[config.mk]
export PLATFORM = sky130hd
export DESIGN_NAME = ecc_fixup_seq
export DESIGN_NICKNAME = d
export VERILOG_FILES = /design/src/rtl/ecc_fixup_pkg.sv /design/src/rtl/erase_detect.sv /design/src/rtl/poll_timer.sv /design/src/rtl/err_entry_sel.sv /design/src/rtl/ecc_fixup_seq.sv
export SDC_FILE = /design/constraint.sdc
export NUM_CORES = 1
export LEC_CHECK = 0
export BUFFER_PORTS_ARGS = -buffer_cell sky130_fd_sc_hd__buf_2
export CORE_AREA = 2 2 124 126
export CTS_BUF_LIST = sky130_fd_sc_hd__clkbuf_4 sky130_fd_sc_hd__clkbuf_8
export CTS_CLUSTER_DIAMETER = 50
export DETAILED_ROUTE_END_ITERATION = 16
export DIE_AREA = 0 0 126 128
export SLEW_MARGIN = 25
export SYNTH_ARGS = -nofsm -noshare
export SYNTH_HDL_FRONTEND = slang
export SYNTH_SLANG_ARGS = --single-unit
[constraint.sdc]
create_clock -name clk -period 3.5 [get_ports clk]
set_input_delay 0.7 -clock clk [delete_from_list [all_inputs] [get_ports clk]]
set_output_delay 0.7 -clock clk [all_outputs]
set_load 0.05 [all_outputs]
[src/rtl/ecc_fixup_pkg.sv]
package ecc_fixup_pkg;
   typedef enum logic [2:0] {
      ST_IDLE,
      ST_ARM,
      ST_SETTLE,
      ST_PICK,
      ST_RD,
      ST_WR,
      ST_DONE
   } fix_state_e;

   localparam logic [3:0] CODE_CLEAN  = 4'd0;
   localparam logic [3:0] CODE_UNCORR = 4'd1;
   localparam logic [3:0] CODE_LAST   = 4'd3;
endpackage

[src/rtl/erase_detect.sv]
module erase_detect #(
   parameter int NBYTES = 10
) (
   input  logic [NBYTES*8-1:0] bytes_i,
   output logic                all_ones_o
);
   logic [NBYTES-1:0] byte_full;

   for (genvar k = 0; k < NBYTES; k++) begin : g_byte
      assign byte_full[k] = &bytes_i[k*8 +: 8];
   end

   assign all_ones_o = &byte_full;
endmodule

[src/rtl/poll_timer.sv]
module poll_timer #(
   parameter int LIMIT = 10240
) (
   input  logic clk,
   input  logic rst_n,
   input  logic clr_i,
   input  logic tick_i,
   output logic expired_o
);
   localparam int CW = $clog2(LIMIT + 1);
   localparam logic [CW-1:0] LAST = CW'(LIMIT - 1);

   logic [CW-1:0] cnt_q;

   always_ff @(posedge clk or negedge rst_n) begin
      if (!rst_n)      cnt_q <= '0;
      else if (clr_i)  cnt_q <= '0;
      else if (tick_i) cnt_q <= cnt_q + 1'b1;
   end

   assign expired_o = tick_i && (cnt_q == LAST);
endmodule

[src/rtl/err_entry_sel.sv]
module err_entry_sel #(
   parameter int ADDR_W = 10,
   parameter int VAL_W  = 8,
   parameter int SECTOR = 512,
   parameter int BIAS   = 519,
   parameter int IDX_W  = 9
) (
   input  logic [1:0]       sel_i,
   input  logic [63:0]      addr_words_i,
   input  logic [63:0]      val_words_i,
   output logic [IDX_W-1:0] idx_o,
   output logic [VAL_W-1:0] val_o,
   output logic             hit_o
);
   localparam int LOW_EDGE = BIAS - SECTOR + 1;

   logic [31:0]       a_word, v_word;
   logic [15:0]       a_half, v_half;
   logic [ADDR_W-1:0] raw;
   logic [ADDR_W:0]   diff;

   always_comb begin
      a_word = sel_i[1] ? addr_words_i[63:32] : addr_words_i[31:0];
      v_word = sel_i[1] ? val_words_i[63:32]  : val_words_i[31:0];
      a_half = sel_i[0] ? a_word[31:16] : a_word[15:0];
      v_half = sel_i[0] ? v_word[31:16] : v_word[15:0];
      raw    = a_half[ADDR_W-1:0];
      val_o  = v_half[VAL_W-1:0];
      diff   = (ADDR_W+1)'(BIAS) - {1'b0, raw};
      idx_o  = diff[IDX_W-1:0];
      hit_o  = (int'(raw) >= LOW_EDGE) && (int'(raw) <= BIAS);
   end
endmodule

[src/rtl/ecc_fixup_seq.sv]
module ecc_fixup_seq
   import ecc_fixup_pkg::*;
#(
   parameter int ECC_BYTES = 10,
   parameter int SYN_WORDS = 4,
   parameter int SYN_W     = 10,
   parameter int SECTOR    = 512,
   parameter int ADDR_W    = 10,
   parameter int VAL_W     = 8,
   parameter int STATE_LSB = 8,
   parameter int CNT_LSB   = 16,
   parameter int CNT_W     = 3,
   parameter int MAX_ERR   = 4,
   parameter int TIMEOUT   = 10240
) (
   input  logic                    clk,
   input  logic                    rst_n,
   input  logic                    start_i,
   input  logic [ECC_BYTES*8-1:0]  stored_ecc_i,
   input  logic [SYN_WORDS*SYN_W-1:0] syndrome_i,
   input  logic [31:0]             status_i,
   input  logic [63:0]             err_addr_i,
   input  logic [63:0]             err_val_i,
   input  logic [VAL_W-1:0]        buf_rdata_i,
   output logic                    calc_start_o,
   output logic                    buf_rd_o,
   output logic                    buf_wr_o,
   output logic [$clog2(SECTOR)-1:0] buf_addr_o,
   output logic [VAL_W-1:0]        buf_wdata_o,
   output logic                    busy_o,
   output logic                    done_o,
   output logic                    erased_o,
   output logic                    uncorr_o,
   output logic                    timeout_o,
   output logic [$clog2(MAX_ERR+1)-1:0] fixed_cnt_o
);
   localparam int IDX_W = $clog2(SECTOR);
   localparam int FIX_W = $clog2(MAX_ERR + 1);
   localparam int BIAS  = SECTOR + 7;

   if (MAX_ERR < 1 || MAX_ERR > 4) begin : g_bad_maxerr
      $error("MAX_ERR must be 1..4: two words of two entries");
   end
   if (ADDR_W > 16 || VAL_W > 16) begin : g_bad_field
      $error("entry fields must fit a 16-bit half word");
   end
   if (BIAS >= (1 << ADDR_W)) begin : g_bad_bias
      $error("ADDR_W too narrow for the sector size");
   end

   fix_state_e       state_q;
   logic             erased_w, syn_zero, final_w, tmr_exp, tmr_clr, tmr_tick;
   logic [3:0]       code_w;
   logic [CNT_W-1:0] cnt_field;
   logic [FIX_W-1:0] n_err_w, n_err_q, ent_q, fixed_q;
   logic [IDX_W-1:0] sel_idx, cur_idx_q;
   logic [VAL_W-1:0] sel_val, cur_val_q;
   logic             sel_hit, calc_q, erased_q, uncorr_q, timeout_q;

   erase_detect #(.NBYTES(ECC_BYTES)) u_erase (
      .bytes_i    (stored_ecc_i),
      .all_ones_o (erased_w)
   );

   poll_timer #(.LIMIT(TIMEOUT)) u_timer (
      .clk       (clk),
      .rst_n     (rst_n),
      .clr_i     (tmr_clr),
      .tick_i    (tmr_tick),
      .expired_o (tmr_exp)
   );

   err_entry_sel #(
      .ADDR_W(ADDR_W), .VAL_W(VAL_W), .SECTOR(SECTOR), .BIAS(BIAS), .IDX_W(IDX_W)
   ) u_sel (
      .sel_i        (ent_q[1:0]),
      .addr_words_i (err_addr_i),
      .val_words_i  (err_val_i),
      .idx_o        (sel_idx),
      .val_o        (sel_val),
      .hit_o        (sel_hit)
   );

   always_comb begin
      syn_zero  = (syndrome_i == '0);
      code_w    = status_i[STATE_LSB +: 4];
      final_w   = (code_w <= CODE_LAST);
      cnt_field = status_i[CNT_LSB +: CNT_W];
      n_err_w   = (int'(cnt_field) > MAX_ERR) ? FIX_W'(MAX_ERR) : FIX_W'(cnt_field);
      tmr_tick  = (state_q == ST_ARM) || (state_q == ST_SETTLE);
      tmr_clr   = (state_q == ST_IDLE) || ((state_q == ST_ARM) && !final_w);
   end

   always_ff @(posedge clk or negedge rst_n) begin
      if (!rst_n) begin
         state_q   <= ST_IDLE;
         calc_q    <= 1'b0;
         erased_q  <= 1'b0;
         uncorr_q  <= 1'b0;
         timeout_q <= 1'b0;
         fixed_q   <= '0;
         n_err_q   <= '0;
         ent_q     <= '0;
         cur_idx_q <= '0;
         cur_val_q <= '0;
      end else begin
         calc_q <= 1'b0;
         unique case (state_q)
            ST_IDLE: if (start_i) begin
               erased_q  <= 1'b0;
               uncorr_q  <= 1'b0;
               timeout_q <= 1'b0;
               fixed_q   <= '0;
               if (erased_w) begin
                  erased_q <= 1'b1;
                  state_q  <= ST_DONE;
               end else if (syn_zero) begin
                  state_q  <= ST_DONE;
               end else begin
                  calc_q   <= 1'b1;
                  state_q  <= ST_ARM;
               end
            end
            ST_ARM: begin
               if (!final_w)     state_q <= ST_SETTLE;
               else if (tmr_exp) begin
                  timeout_q <= 1'b1;
                  state_q   <= ST_DONE;
               end
            end
            ST_SETTLE: begin
               if (final_w) begin
                  if (code_w == CODE_UNCORR) begin
                     uncorr_q <= 1'b1;
                     state_q  <= ST_DONE;
                  end else if (code_w == CODE_CLEAN) begin
                     state_q  <= ST_DONE;
                  end else begin
                     n_err_q  <= n_err_w;
                     ent_q    <= '0;
                     state_q  <= ST_PICK;
                  end
               end else if (tmr_exp) begin
                  timeout_q <= 1'b1;
                  state_q   <= ST_DONE;
               end
            end
            ST_PICK: begin
               if (ent_q >= n_err_q) begin
                  state_q <= ST_DONE;
               end else if (sel_hit) begin
                  cur_idx_q <= sel_idx;
                  cur_val_q <= sel_val;
                  state_q   <= ST_RD;
               end else begin
                  ent_q <= ent_q + 1'b1;
               end
            end
            ST_RD: state_q <= ST_WR;
            ST_WR: begin
               fixed_q <= fixed_q + 1'b1;
               ent_q   <= ent_q + 1'b1;
               state_q <= ST_PICK;
            end
            ST_DONE: state_q <= ST_IDLE;
            default: state_q <= ST_IDLE;
         endcase
      end
   end

   assign calc_start_o = calc_q;
   assign buf_rd_o     = (state_q == ST_RD);
   assign buf_wr_o     = (state_q == ST_WR);
   assign buf_addr_o   = cur_idx_q;
   assign buf_wdata_o  = buf_rdata_i ^ cur_val_q;
   assign busy_o       = (state_q != ST_IDLE);
   assign done_o       = (state_q == ST_DONE);
   assign erased_o     = erased_q;
   assign uncorr_o     = uncorr_q;
   assign timeout_o    = timeout_q;
   assign fixed_cnt_o  = fixed_q;
endmodule

==> impl_metrics.csv <==
group,metric,value,unit
cts,clock_sinks,47,
cts,cts_tree,"built",
setup_path,cp_max_fo,17,
power_and_ir_drop,p_seq_share,29.4,%
power_and_ir_drop,p_per_area,645.3,nW/um^2
power_and_ir_drop,power.total,3.086,mW
finish,post-route-util,32.17,%
global_route,grt_pass1_vias,3527,
cts,cts_resized,0,
placed_design,place_area,4661,um^2
synth,ys_seq_area_share,36.22,%
finish,syn_to_final_growth,47.28,%
setup_path,critPathBufInv,2,
global_route,grt_usage,13.54,%
route,num_vias,3477,
route,drc_errors,0,
finish,nets,854,
setup_path,crit_cells,9,
cts,max-clock-path-buffers,2,
synth,synth_warnings,0,
finish,final_common_cell,"buf_2",
synth,synth.avg_cell_area,10.37,um^2
synth,synthDominantCellAreaShare,36.22,%
cts,clkLatencyLatePin,0.31,ns
floorplanning,dieArea,16130,um^2
floorplanning,coreArea,14860,um^2
cts,cts_max_level,2,
floorplanning,chipWidth,126,um
setup_path,critPathLaunchType,"flip-flop",
cts,clkTransAtPathRegs,0.10,ns
sta,relSlewSlack,42.13,%
synth,synth_edf_count,0,
placed_design,post-dp-hpwl,9486,um
hold_path,timing.hold.worst.start,"uncorr_o$_DFFE_PN0P_",
finish,nFillCells,1598,
finish,instances_no_fill,744,
finish,final_cell_mix,"buf_2 (237), dfrtp_1 (47), nand4_1 (27), nand2_1 (26), nor2_1 (24)",
route,routed_via_density,4.673,
hold_path,whs_path_depth,2,
sta,rsz0062_at_grt,"no",
sta,worst_slew_pin_slew,0.8680,ns
synth,syn-cell-area,3247,um^2
sta,fin_setup_tns,0,ns
finish,antenna_cells,0,
finish,final_area,4782,um^2
setup_path,slowest_delay,0.67,ns
synth,yosys.area.top_type,"dfrtp_1",
synth,synth_seq_cells,47,
setup_path,cp_cell_sequence,"mux4_2 > inv_1 > ha_1 > nor4b_2 > nor2_1 > mux2_4 > nor3_4 > buf_4 > mux2_2",
sta,finClkSkew,0.008344,ns
floorplanning,io_pins,319,
finish,layout-drive-gt1-share,51.80,%
synth,async_flop_share,100.0,%
sta,finalCriticalPeriod,3.079,ns
global_route,grt_overflow,0,
placed_design,placed_cells,736,
power_and_ir_drop,power_leakage,2.337,nW
route,final_antenna_net_count,0,
route,drtPass1Iterations,4,
floorplanning,initial_utilization,21.84,%
power_and_ir_drop,p_sw_share,46.68,%
flow_run,drv_cap,0,
sta,max_freq,324.8,MHz
setup_path,cp.arrival,3.27,ns
setup_path,cp_slowest_cell,"dfrtp_1",
sta,setup_violations,0,
setup_path,rr_worst_depth,9,
route,drt_iter0_markers,127,
sta,maxSlewViolCount,0,
route,wl_per_cell,14.94,um
setup_path,r2r-start,"ent_q[1]$_DFFE_PN0P_",
global_route,grt_max_degree,37,
hold_path,holdCritPathClass,"flip-flop to flip-flop",
power_and_ir_drop,switchingPower,1.440,mW
cts,cts-root-buf,"clkbuf_8",
global_route,antenna_found_initial,1,
setup_path,critPathKind,"flip-flop to flip-flop",
setup_path,crit_path_end_kind,"flip-flop",
placed_design,io_buffers,237,
synth,synthCells,313,
run_status,status,"finished, final reports clean",
power_and_ir_drop,intPower,1.645,mW
sta,period_share,87.96,%
cts,cts-buffers-inserted,5,
placed_design,place.gp.congestion,0.8373,
setup_path,startpoint,"ent_q[1]$_DFFE_PN0P_",
cts,cts_hold_buf,0,
power_and_ir_drop,p_clk_share,13.9,%
synth,yosysUniqueCellTypes,52,
route,routed_wirelength,11120,um
synth,synthesis.nets,612,
power_and_ir_drop,ir_drop,0.0001981,V
synth,netlist_top_cells_area,"dfrtp_1 (36%), mux4_2 (11%), xor2_1 (5.9%), nand4_1 (5.2%), mux2_4 (3.7%)",
floorplanning,rows,45,
setup_path,critical_path.top_delay_family,"multiplexers",
power_and_ir_drop,p_comb_share,56.6,%
global_route,grt_pass1_wl,17310,um
floorplanning,die_h,128,um
synth,synth-main-ff-cell,"dfrtp_1",
setup_path,cp_data_required_time,3.69,ns
cts,cts_setup_buffers,0,
sta,final_hold_viol_count,0,
==> final cells by class <==
| type | count | area [um^2] | share of cell area [%] |
|---|---|---|---|
| Clock buffer | 6 | 82.58 | 1.727 |
| Clock inverter | 2 | 38.79 | 0.8111 |
| Tap cell | 188 | 235.2 | 4.919 |
| Inverter | 15 | 56.30 | 1.177 |
| Multi-Input combinational cell | 242 | 1954 | 40.87 |
| Timing Repair Buffer | 244 | 1239 | 25.90 |
| Sequential cell | 47 | 1176 | 24.59 |
==> logic make-up (layout without fill, tap and decap cells) <==
logic type	after synthesis	in the layout	synth area share [%]
adders and majority gates	8	8	3.083
buffers and inverters	24	267	3.583
xor gates and xnor gates	25	25	6.744
and+or+nand+nor	130	130	21.70
muxes	37	37	20.12
DFF	47	47	36.22
AOI/OAI and AO/OA	42	42	8.555
==> through the flow <==
stage                     hold slack (ns)  setup slack, ns
after floorplan                    0.4044           0.6194
after global placement             0.4548           0.3472
after detailed placement           0.4630           0.3640
after CTS                          0.4859           0.3424
after global routing               0.5171           0.1361
final                              0.4755           0.4212
==> worst register-to-register path: cells and delay by family, from the launching register on <==
kind | cells | cell delay [ns]
buffers and inverters | 2 | 0.42
adder cells (fa/ha/maj) | 1 | 0.14
multiplexers | 3 | 1.33
flip-flops | 1 | 0.67
AND/OR/NAND/NOR | 3 | 0.41
==> flip-flops by register name (all words and copies together) (netlist names) <==
signal	count
u_timer.cnt_q	14
buf_addr_o	9
cur_val_q	8
ent_q	3
fixed_cnt_o	3
n_err_q	3
state_q	3
calc_start_o	1
erased_o	1
timeout_o	1
uncorr_o	1
==> Yosys cell counts, types with 4 or more instances <==
| master | instances |
|---|---|
| dfrtp_1 | 47 |
| nand4_1 | 27 |
| nand2_1 | 26 |
| nor2_1 | 24 |
| xor2_1 | 22 |
| mux4_2 | 16 |
| inv_1 | 15 |
| nor4_1 | 15 |
| o21ai_0 | 15 |
| ha_1 | 8 |
| mux2_2 | 8 |
| mux2_4 | 8 |
| nand3_1 | 8 |
| a21oi_1 | 7 |
| nor3_1 | 6 |
| clkbuf_1 | 4 |
| nand2b_1 | 4 |
==> per-layer routing <==
layer  global-route usage (%)  vias up  wire length (um)
li1                         -     1676                 -
met1                    14.18     1601              4095
met2                    26.98      192              5841
met3                    3.589        8              1085
met4                    2.715        0                97
met5                        0        -                 0
==> power by group through the flow <==
stage	registers (mW)	logic [mW]	clock network (mW)
6_report	0.909	1.75	0.429
5_1_grt	0.944	1.91	0.477
4_1_cts	0.912	1.77	0.456
3_5_place_dp	0.925	1.76	0
3_3_place_gp	0.919	1.76	0
2_1_floorplan	1.05	1.17	0
==> worst paths after layout <==
check	endpoint	slack (ns)
setup / recovery	buf_addr_o[3]$_DFFE_PN0P_	0.42
hold / removal	uncorr_o$_DFFE_PN0P_	0.48
setup reg to reg	buf_addr_o[3]$_DFFE_PN0P_	0.42
hold reg to reg	uncorr_o$_DFFE_PN0P_	0.48
max in group asynchronous	buf_addr_o[3]$_DFFE_PN0P_	2.30
min in group asynchronous	buf_addr_o[6]$_DFFE_PN0P_	0.50
(Power assumes the default switching activity.)
